--- config.mk ---
export PLATFORM = sky130hd
export DESIGN_NAME = spi_hold_frontend
export DESIGN_NICKNAME = d
export VERILOG_FILES = /design/src/rtl/spi_hold_pkg.sv /design/src/rtl/spi_hold_sync.sv /design/src/rtl/spi_hold_edge.sv /design/src/rtl/spi_hold_fsm.sv /design/src/rtl/spi_hold_shifter.sv /design/src/rtl/spi_hold_frontend.sv
export SDC_FILE = /design/constraint.sdc
export NUM_CORES = 1
export LEC_CHECK = 0
export BUFFER_PORTS_ARGS = -buffer_cell sky130_fd_sc_hd__buf_2
export CORE_UTILIZATION = 50
export CTS_CLUSTER_SIZE = 20
export DETAILED_ROUTE_END_ITERATION = 8
export PLACE_DENSITY = 0.74
export SLEW_MARGIN = 20
export SYNTH_ARGS = -nofsm -noshare
export SYNTH_HDL_FRONTEND = slang
export SYNTH_SLANG_ARGS = --single-unit
export TNS_END_PERCENT = 50
--- constraint.sdc ---
create_clock -name clk_i -period 1.6 [get_ports clk_i]
set_input_delay 0.32 -clock clk_i [delete_from_list [all_inputs] [get_ports clk_i]]
set_output_delay 0.32 -clock clk_i [all_outputs]
set_load 0.02 [all_outputs]
--- src/rtl/spi_hold_pkg.sv ---
package spi_hold_pkg;

  typedef enum logic [2:0] {
    HS_RUN        = 3'd0,
    HS_ENTER_WAIT = 3'd1,
    HS_HOLD       = 3'd2,
    HS_EXIT_WAIT  = 3'd3,
    HS_LOCK       = 3'd4
  } hold_state_e;

  // synchronizer lanes
  localparam int PIN_CS   = 0;
  localparam int PIN_SCK  = 1;
  localparam int PIN_MOSI = 2;
  localparam int PIN_HOLD = 3;
  localparam int NUM_PINS = 4;

  // idle pin levels: deselected, pause released
  localparam logic [NUM_PINS-1:0] PIN_IDLE = 4'b1001;

  // edge detector lanes
  localparam int EDG_SCK  = 0;
  localparam int EDG_HOLD = 1;
  localparam int NUM_EDG  = 2;

endpackage

--- src/rtl/spi_hold_sync.sv ---
module spi_hold_sync #(
  parameter int          N       = 4,
  parameter int          STAGES  = 2,
  parameter logic [N-1:0] RST_VAL = '0
) (
  input  logic         clk_i,
  input  logic         rst_ni,
  input  logic [N-1:0] pins_i,
  output logic [N-1:0] pins_o
);

  logic [STAGES-1:0][N-1:0] stg_q;

  always_ff @(posedge clk_i or negedge rst_ni) begin
    if (!rst_ni) begin
      stg_q <= {STAGES{RST_VAL}};
    end else begin
      stg_q[0] <= pins_i;
      for (int k = 1; k < STAGES; k++) stg_q[k] <= stg_q[k-1];
    end
  end

  assign pins_o = stg_q[STAGES-1];

endmodule

--- src/rtl/spi_hold_edge.sv ---
module spi_hold_edge #(
  parameter int           N       = 2,
  parameter logic [N-1:0] RST_VAL = '0
) (
  input  logic         clk_i,
  input  logic         rst_ni,
  input  logic [N-1:0] lvl_i,
  output logic [N-1:0] rise_o,
  output logic [N-1:0] fall_o
);

  logic [N-1:0] prev_q;

  always_ff @(posedge clk_i or negedge rst_ni) begin
    if (!rst_ni) prev_q <= RST_VAL;
    else         prev_q <= lvl_i;
  end

  for (genvar g = 0; g < N; g++) begin : g_lane
    assign rise_o[g] =  lvl_i[g] & ~prev_q[g];
    assign fall_o[g] = ~lvl_i[g] &  prev_q[g];
  end

endmodule

--- src/rtl/spi_hold_fsm.sv ---
module spi_hold_fsm
  import spi_hold_pkg::*;
(
  input  logic        clk_i,
  input  logic        rst_ni,
  input  logic        cs_act_i,
  input  logic        sck_lvl_i,
  input  logic        hold_lvl_i,   // 1 = released
  input  logic        hold_fall_i,
  input  logic        hold_rise_i,
  output hold_state_e state_o,
  output logic        shift_en_o,
  output logic        drive_en_o,
  output logic        logic_rst_o
);

  hold_state_e state_q, state_d;
  logic        lrst_q;
  logic        paused;

  assign paused = (state_q == HS_HOLD) || (state_q == HS_EXIT_WAIT);

  always_comb begin
    state_d = state_q;
    unique case (state_q)
      HS_RUN: begin
        if (cs_act_i && hold_fall_i) state_d = sck_lvl_i ? HS_ENTER_WAIT : HS_HOLD;
      end
      HS_ENTER_WAIT: begin
        if (!cs_act_i || hold_rise_i) state_d = HS_RUN;
        else if (!sck_lvl_i)          state_d = HS_HOLD;
      end
      HS_HOLD: begin
        if (!cs_act_i)       state_d = HS_LOCK;
        else if (hold_lvl_i) state_d = sck_lvl_i ? HS_EXIT_WAIT : HS_RUN;
      end
      HS_EXIT_WAIT: begin
        if (!cs_act_i)        state_d = HS_LOCK;
        else if (!hold_lvl_i) state_d = HS_HOLD;
        else if (!sck_lvl_i)  state_d = HS_RUN;
      end
      HS_LOCK: begin
        if (!cs_act_i && hold_lvl_i) state_d = HS_RUN;
      end
      default: state_d = HS_RUN;
    endcase
  end

  always_ff @(posedge clk_i or negedge rst_ni) begin
    if (!rst_ni) begin
      state_q <= HS_RUN;
      lrst_q  <= 1'b0;
    end else begin
      state_q <= state_d;
      lrst_q  <= paused && !cs_act_i;
    end
  end

  // the clock edge that completes a deferred entry is still honoured
  assign shift_en_o  = (state_q == HS_RUN) || (state_q == HS_ENTER_WAIT);
  assign drive_en_o  = cs_act_i && shift_en_o;
  assign state_o     = state_q;
  assign logic_rst_o = lrst_q;

endmodule

--- src/rtl/spi_hold_shifter.sv ---
module spi_hold_shifter #(
  parameter int DATA_W = 8,
  localparam int CNT_W = $clog2(DATA_W)
) (
  input  logic              clk_i,
  input  logic              rst_ni,
  input  logic              sel_i,
  input  logic              shift_en_i,
  input  logic              sck_rise_i,
  input  logic              sck_fall_i,
  input  logic              mosi_i,
  input  logic [DATA_W-1:0] tx_byte_i,
  output logic [DATA_W-1:0] rx_byte_o,
  output logic              rx_valid_o,
  output logic              miso_o,
  output logic [CNT_W-1:0]  bit_cnt_o,
  output logic [DATA_W-1:0] rx_sh_o
);

  localparam logic [CNT_W-1:0] LAST = CNT_W'(DATA_W - 1);

  logic [CNT_W-1:0]  cnt_q;
  logic [DATA_W-1:0] rx_sh_q, tx_sh_q, rx_byte_q;
  logic              valid_q;
  logic [DATA_W-1:0] rx_next;

  assign rx_next = {rx_sh_q[DATA_W-2:0], mosi_i};

  always_ff @(posedge clk_i or negedge rst_ni) begin
    if (!rst_ni) begin
      cnt_q     <= '0;
      rx_sh_q   <= '0;
      tx_sh_q   <= '0;
      rx_byte_q <= '0;
      valid_q   <= 1'b0;
    end else if (!sel_i) begin
      cnt_q   <= '0;
      rx_sh_q <= '0;
      tx_sh_q <= tx_byte_i;
      valid_q <= 1'b0;
    end else begin
      valid_q <= 1'b0;
      if (shift_en_i && sck_rise_i) begin
        rx_sh_q <= rx_next;
        if (cnt_q == LAST) begin
          cnt_q     <= '0;
          rx_byte_q <= rx_next;
          valid_q   <= 1'b1;
        end else begin
          cnt_q <= cnt_q + 1'b1;
        end
      end
      if (shift_en_i && sck_fall_i) begin
        if (cnt_q == '0) tx_sh_q <= tx_byte_i;
        else             tx_sh_q <= {tx_sh_q[DATA_W-2:0], 1'b0};
      end
    end
  end

  assign rx_byte_o  = rx_byte_q;
  assign rx_valid_o = valid_q;
  assign miso_o     = tx_sh_q[DATA_W-1];
  assign bit_cnt_o  = cnt_q;
  assign rx_sh_o    = rx_sh_q;

endmodule

--- src/rtl/spi_hold_frontend.sv ---
module spi_hold_frontend
  import spi_hold_pkg::*;
#(
  parameter int DATA_W      = 8,
  parameter int SYNC_STAGES = 2
) (
  input  logic              clk_i,
  input  logic              rst_ni,
  input  logic              cs_ni,
  input  logic              sck_i,
  input  logic              mosi_i,
  input  logic              hold_ni,
  input  logic [DATA_W-1:0] tx_byte_i,
  output logic [DATA_W-1:0] rx_byte_o,
  output logic              rx_valid_o,
  output logic              miso_o,
  output logic              miso_oe_o,
  output logic              logic_rst_o
);

  localparam int CNT_W = $clog2(DATA_W);

  logic [NUM_PINS-1:0] pins_raw, pins_s;
  logic [NUM_EDG-1:0]  edg_lvl, edg_rise, edg_fall;
  logic                cs_act, sck_rise, sck_fall;
  logic                shift_en, drive_en;
  hold_state_e         state;
  logic [CNT_W-1:0]    bit_cnt;
  logic [DATA_W-1:0]   rx_sh;

  always_comb begin
    pins_raw           = '0;
    pins_raw[PIN_CS]   = cs_ni;
    pins_raw[PIN_SCK]  = sck_i;
    pins_raw[PIN_MOSI] = mosi_i;
    pins_raw[PIN_HOLD] = hold_ni;
  end

  spi_hold_sync #(.N(NUM_PINS), .STAGES(SYNC_STAGES), .RST_VAL(PIN_IDLE)) u_sync (
    .clk_i  (clk_i),
    .rst_ni (rst_ni),
    .pins_i (pins_raw),
    .pins_o (pins_s)
  );

  always_comb begin
    edg_lvl           = '0;
    edg_lvl[EDG_SCK]  = pins_s[PIN_SCK];
    edg_lvl[EDG_HOLD] = pins_s[PIN_HOLD];
  end

  spi_hold_edge #(.N(NUM_EDG), .RST_VAL(2'b10)) u_edge (
    .clk_i  (clk_i),
    .rst_ni (rst_ni),
    .lvl_i  (edg_lvl),
    .rise_o (edg_rise),
    .fall_o (edg_fall)
  );

  assign cs_act   = ~pins_s[PIN_CS];
  assign sck_rise = edg_rise[EDG_SCK];
  assign sck_fall = edg_fall[EDG_SCK];

  spi_hold_fsm u_fsm (
    .clk_i       (clk_i),
    .rst_ni      (rst_ni),
    .cs_act_i    (cs_act),
    .sck_lvl_i   (pins_s[PIN_SCK]),
    .hold_lvl_i  (pins_s[PIN_HOLD]),
    .hold_fall_i (edg_fall[EDG_HOLD]),
    .hold_rise_i (edg_rise[EDG_HOLD]),
    .state_o     (state),
    .shift_en_o  (shift_en),
    .drive_en_o  (drive_en),
    .logic_rst_o (logic_rst_o)
  );

  spi_hold_shifter #(.DATA_W(DATA_W)) u_shift (
    .clk_i      (clk_i),
    .rst_ni     (rst_ni),
    .sel_i      (cs_act && (state != HS_LOCK)),
    .shift_en_i (shift_en),
    .sck_rise_i (sck_rise),
    .sck_fall_i (sck_fall),
    .mosi_i     (pins_s[PIN_MOSI]),
    .tx_byte_i  (tx_byte_i),
    .rx_byte_o  (rx_byte_o),
    .rx_valid_o (rx_valid_o),
    .miso_o     (miso_o),
    .bit_cnt_o  (bit_cnt),
    .rx_sh_o    (rx_sh)
  );

  assign miso_oe_o = drive_en;

endmodule

==> metrics.yaml, run 1 <==
crit_path_top_delay_cell: "dfrtp_1"
worst_pin_slew_ns: 0.458
worst-path-max-fanout: 8
gp_congestion: 0.771
syn_avg_cell_area_sq_um: 14.6
grt_start_max_net_pins: 25
cts_buffers: 5
ys_types: 30
rsz0062_at_grt: "yes"
drtAntennaViolNets: 0
pwr_density_cell_nw_per_um2: 1130
h-tree-depth: 2
use_met1_pct: 22.5
synth_top_area_share_pct: 50.6
finalSetupViolCount: 8
synth_nets: 139
finalCritPeriodShare_pct: 110
die_h_um: 61.7
final_cell_area_sq_um: 2220
period_minus_slack_ns: 1.76
cp_top_family: "multiplexers"
grt_use_met2_pct: 31.6
ys_ff_latch: 41
ir_worst_vdd_mv: 0.662
crit_cells: 7
cts.sinks: 41
cts_root_buf: "clkbuf_4"
final_hold_viol_count: 0
yosys-top-cells-area: "dfrtp_1, mux2_4, mux2_2"
ys.flop_type: "dfrtp_1"
final.fill_count: 258
fmax_mhz: 568
async_flop_share_pct: 100
relSlewSlack_pct: 69.5
routed_via_density: 5.27
first_global_vias: 1127
layout-drive-gt1-share_pct: 54.2
cap_violations: 0
area_growth_pct: 24.8
finalPower_mw: 2.52
worst_slack_ns: -0.162
grt.total_usage_pct: 19.2
hp-class: "in2reg"
dp.cells: 200
critical_path_class: "reg2reg"
cts_tree: "built"
ios: 26
routed_wl_um: 3170
drc: 0
grt.overflow.total: 0
path_cells: "inv_2, ha_4, inv_2, o221a_1, buf_12, mux2_4, mux2_4"
synth_enable_flop_cells: 0
synth_area_leader_cell: "dfrtp_1"
clockBufferDepth: 2
post-place-ws_ns: -0.146
rr_worst_depth: 7
timing.hold.ws_ns: 0.0535
finalClockSkew_ns: 0.0110
clk_pin_slew_ns: 0.12
worstSkewPairLatency_ns: 0.35
grt_pass1_wl_um: 5060
violations: "negative setup slack"
path_buf_inv: 3
core_sq_um: 3360
nets: 182
status: "finished with violations"
hpwl_um: 2170
first_iter_violations: 39
antennaDiodeCount: 0
syn_area_sq_um: 1780
placed_area_sq_um: 2040
slowest_delay_ns: 0.42
end_kind: "flop"
vias: 1117
worstSetupStartpointType: "flop"
initial_core_util_pct: 53.0
num_rows: 21
yosys_warnings: 0
dieArea_sq_um: 3810
dieWidth_um: 61.7
synth_seq_area_share_pct: 57.9
slew_viol_final: 0
first_pass_iters: 4
finalNonFillerCells: 212
worstPathArrival_ns: 2.00
wl_per_cell_um: 14.9
cellLeakagePower_nw: 1.10
critPathRequiredTime_ns: 1.84
grt_most_used_layer: "met2"
grt_util_met3_pct: 6.83
port_buffers: 25
whs_path_depth: 1
antenna_found_initial: 0
synthCells: 122
## cells in the mapped netlist, drive strengths merged, types with 2 or more instances
| master | instances |
|---|---|
| a21oi | 4 |
| a22o | 9 |
| buf | 5 |
| dfrtp | 36 |
| dfstp | 5 |
| ha | 3 |
| inv | 6 |
| mux2 | 24 |
| nand2 | 2 |
| nand2b | 5 |
| nor2b | 3 |
| nor3 | 4 |
| nor3b | 2 |
| nor4bb | 2 |
| o21ai | 2 |
## worst reg2reg max path, stage by stage, from the launching register on
cell	delay [ns]
dfrtp_1	0.42
inv_2	0.09
ha_4	0.13
inv_2	0.03
o221a_1	0.27
buf_12	0.16
mux2_4	0.30
mux2_4	0.26
## power breakdown
part	total (mW)	internal (mW)	switching (mW)
Sequential	1.28	1.17	0.109
Clock	0.500	0.172	0.329
Combinational	0.742	0.408	0.334
## state kept, by name, indices dropped and copies added (netlist names)
register and flops:
u_edge.prev_q 2, u_shift.tx_sh_q 8, u_shift.rx_sh_o 7, u_shift.rx_valid_o 1, u_fsm.state_o 3, u_sync.stg_q 4
u_shift.rx_byte_o 8, u_shift.bit_cnt_o 3, u_sync.pins_o 4, u_fsm.logic_rst_o 1
## cell families after synthesis
family / Yosys count / share of synthesized area (%)
AND/OR/NAND/NOR: 20 / 8.50
buffers and inverters: 11 / 4.07
multiplexers: 24 / 17.5
flip-flops: 41 / 57.9
AO/OA/AOI/OAI: 23 / 9.90
adder cells (fa/ha/maj): 3 / 2.11
## metal layers
layer,vias up,wire (um),part of all wire [%]
met5,-,0,0
met4,0,80,2.5
met3,8,164,5.2
met2,30,1510,48
met1,555,1410,45
li1,524,-,-
## area by class of cell
cell class              instances  area (sq um)  share of cell area (%)
repair buffers                 40           279                    12.5
clock inverters                 2          15.0                   0.675
multi-input cells              71           773                    34.8
flip-flops and latches         41          1030                    46.5
inverters                       6          22.5                    1.01
clock buffers                   6          41.3                    1.86
well taps                      46          57.6                    2.59
## placed cells by master, fill, tap and decap left out, types with 4 or more instances in the layout
cell type   n
dfrtp_1    34
buf_2      24
mux2_4     19
buf_4      10
a22o_1      9
mux2_2      5
clkbuf_4    5
dfstp_2     5
nand2b_1    4
## per-stage QoR
stage	TNS, ns	utilization, %
3_3_place_gp	-0.569	60.8
4_1_cts	-1.05	65.1
3_5_place_dp	-1.18	60.8
6_report	-1.08	66.1
5_1_grt	-1.53	66.1
2_1_floorplan	-0.250	-
## what timing repair did
item                       in CTS  in global routing
cloned                          1                  0
hold buffers                    1                  0
hold endpoints to repair       17                  0
pin swaps                       3                  1
setup buffers                   1                  1
setup endpoints to repair      26                 16
resized for setup              18                  5
## path summary, 6_finish.rpt
path | from | endpoint | slack [ns]
max reg2reg | u_shift.bit_cnt_o[0] | u_shift.tx_sh_q[6] | -0.16
min reg2reg | u_sync.stg_q[2] | u_sync.pins_o[2] | 0.36
max in group asynchronous | rst_ni | u_sync.stg_q[3] | 0.61
min in group asynchronous | rst_ni | u_shift.rx_byte_o[4] | 0.45
min | hold_ni | u_sync.stg_q[3] | 0.05
max | u_shift.bit_cnt_o[0] | u_shift.tx_sh_q[6] | -0.16
Note: power is estimated with default switching activity, not from simulation.
==> run 2, diff against run 1 <==
--- a/config.mk
+++ b/config.mk
@@ -6,10 +6,9 @@
 export NUM_CORES = 1
 export LEC_CHECK = 0
 export BUFFER_PORTS_ARGS = -buffer_cell sky130_fd_sc_hd__buf_2
-export CORE_UTILIZATION = 50
+export CORE_UTILIZATION = 35
 export CTS_CLUSTER_SIZE = 20
 export DETAILED_ROUTE_END_ITERATION = 8
-export PLACE_DENSITY = 0.74
 export SLEW_MARGIN = 20
 export SYNTH_ARGS = -nofsm -noshare
 export SYNTH_HDL_FRONTEND = slang
==> run 2 against run 1 <==
Non-clock buffer count up 2. Combinational power is 0.8% lower. Critical path depth is the same. Highest routed layer unchanged. Clock power up 35%. The flow still finishes with violations (negative setup slack).
==> metrics.yaml, run 2 (synthesis gave the netlist of run 1 again) <==
gp_congestion: 0.857  # was 0.771
finalSetupTns_ns: -0.802  # was -1.08 ns
violations: "negative setup slack"  # unchanged
slew_viol_final: 0  # unchanged
ios: 26  # unchanged
dp.cells: 220  # was 200
critical_path_class: "reg2reg"  # unchanged
first_pass_iters: 4  # unchanged
core_sq_um: 4820  # was 3360 sq um
grt_pass1_wl_um: 5660  # was 5060 um
dieWidth_um: 73.4  # was 61.7 um
finalClockSkew_ns: 0.00716  # was 0.0110 ns
postLayoutCoreUtil_pct: 47.2  # was 66.1%
initial_core_util_pct: 37.0  # was 53.0%
wl_per_cell_um: 13.9  # was 14.9 um
grt_start_max_net_pins: 23  # was 25
cap_violations: 0  # unchanged
fmax_mhz: 581  # was 568 MHz
cellLeakagePower_nw: 1.13  # was 1.10 nW
r2r_end: "u_shift.tx_sh_q[3]"  # was u_shift.tx_sh_q[6]
cts.sinks: 41  # unchanged
antennaDiodeCount: 0  # unchanged
grt.total_usage_pct: 14.2  # was 19.2%
antenna_found_initial: 0  # unchanged
die_h_um: 73.4  # was 61.7 um
worstReg2RegStart: "u_shift.bit_cnt_o[0]"  # unchanged
hpwl_um: 2200  # was 2170 um
vias: 1153  # was 1117
finalSetupViolCount: 8  # unchanged
clk_pin_slew_ns: 0.07  # was 0.12 ns
worstHoldStart: "hold_ni"  # unchanged
clockBufferDepth: 2  # unchanged
final_cell_mix: "dfrtp_1, buf_2, mux2_4"  # unchanged
worstPathArrival_ns: 1.89  # was 2.00 ns
post-place-ws_ns: -0.116  # was -0.146 ns
ir_worst_vdd_mv: 0.526  # was 0.662 mV
h-tree-depth: 2  # unchanged
dieArea_sq_um: 5380  # was 3810 sq um
whs_path_depth: 1  # unchanged
drtAntennaViolNets: 0  # unchanged
layout-drive-gt1-share_pct: 54.8  # was 54.2%
critPathRequiredTime_ns: 1.77  # was 1.84 ns
worst_pin_slew_ns: 0.503  # was 0.458 ns
status: "finished with violations"  # unchanged
cts_root_buf: "clkbuf_8"  # was clkbuf_4
hold_end: "u_sync.stg_q[3]"  # unchanged
routed_via_density: 4.91  # was 5.27
final.fill_count: 461  # was 258
final_common_cell: "dfrtp_1"  # unchanged
period_minus_slack_ns: 1.72  # was 1.76 ns
end_kind: "flop"  # unchanged
worst_slack_ns: -0.121  # was -0.162 ns
cts_tree: "built"  # unchanged
nets: 184  # was 182
worstSetupStartpointType: "flop"  # unchanged
grt.overflow.total: 0  # unchanged
first_iter_violations: 17  # was 39
rsz0062_at_grt: "yes"  # unchanged
pwr_density_cell_nw_per_um2: 1190  # was 1130 nW/um^2
cts_buffers: 5  # unchanged
timing.hold.ws_ns: 0.128  # was 0.0535 ns
finalCritPeriodShare_pct: 108  # was 110%
final_hold_viol_count: 0  # unchanged
drc: 0  # unchanged
rr_worst_depth: 7  # unchanged
relSlewSlack_pct: 66.4  # was 69.5%
num_rows: 25  # was 21
worstSkewPairLatency_ns: 0.29  # was 0.35 ns
area_growth_pct: 27.7  # was 24.8%
routed_wl_um: 3270  # was 3170 um
worst-path-max-fanout: 8  # unchanged
hp-class: "in2reg"  # unchanged
finalNonFillerCells: 235  # was 212
first_global_vias: 1220  # was 1127
rrSetupSlack_ns: -0.12  # was -0.16 ns
port_buffers: 25  # unchanged
## run 2: timing repair
action / in CTS / in global routing
hold buffers: 1 / 0
resized for setup: 14 / 4
hold endpoints to repair: 4 / 0
gates cloned: 1 / 0
setup endpoints to repair: 26 / 10
pin swaps: 3 / 1
buffers inserted: 4 / 1
## run 2: final cells by class
class / count / area (sq um) / area share [%]
flip-flops and latches: 41 / 1030 / 45.5
multi-input cells: 71 / 764 / 33.6
repair buffers: 42 / 280 / 12.3
clock buffers: 8 / 90.1 / 3.96
well taps: 67 / 83.8 / 3.68
inverters: 6 / 22.5 / 0.990
## run 2: per-layer routing
| layer | routed length (um) | global-route usage [%] | up-vias |
|---|---|---|---|
| met5 | 0 | 0 | - |
| met4 | 71 | 6.62 | 0 |
| met3 | 177 | 5.08 | 11 |
| met2 | 1520 | 22.0 | 33 |
| met1 | 1510 | 17.7 | 578 |
| li1 | - | - | 531 |
## run 2: how the worst max path moves through the flow
stage / startpoint / endpoint / slack, ns
3_5_place_dp: u_shift.bit_cnt_o[0] / u_shift.tx_sh_q[3] / -0.12
4_1_cts: u_shift.bit_cnt_o[0] / u_shift.tx_sh_q[3] / -0.12
5_1_grt: u_shift.bit_cnt_o[0] / u_shift.tx_sh_q[5] / -0.18
2_1_floorplan: u_shift.bit_cnt_o[0] / u_shift.tx_sh_q[1] / -0.04
3_3_place_gp: u_shift.bit_cnt_o[0] / u_shift.tx_sh_q[2] / -0.09
6_report: u_shift.bit_cnt_o[0] / u_shift.tx_sh_q[3] / -0.12
## run 2: worst max-delay path: stages (launching register included)
cell	delay (ns)
dfrtp_1	0.40
inv_2	0.08
ha_4	0.12
inv_2	0.03
o221a_1	0.26
buf_12	0.15
mux2_4	0.30
mux2_4	0.27
## run 2: through the flow
step | area (sq um) | power, mW
2_1_floorplan | 1800 | 1.73
4_1_cts | 2250 | 2.72
3_5_place_dp | 2060 | 1.93
5_1_grt | 2280 | 2.86
3_3_place_gp | 2060 | 1.90
6_report | 2280 | 2.70
## run 2: power by group
group | leakage (nW) | total (mW) | internal, mW | switching (mW)
Sequential | 0.520 | 1.29 | 1.17 | 0.117
Clock | 0.0455 | 0.674 | 0.351 | 0.322
Combinational | 0.562 | 0.736 | 0.407 | 0.328
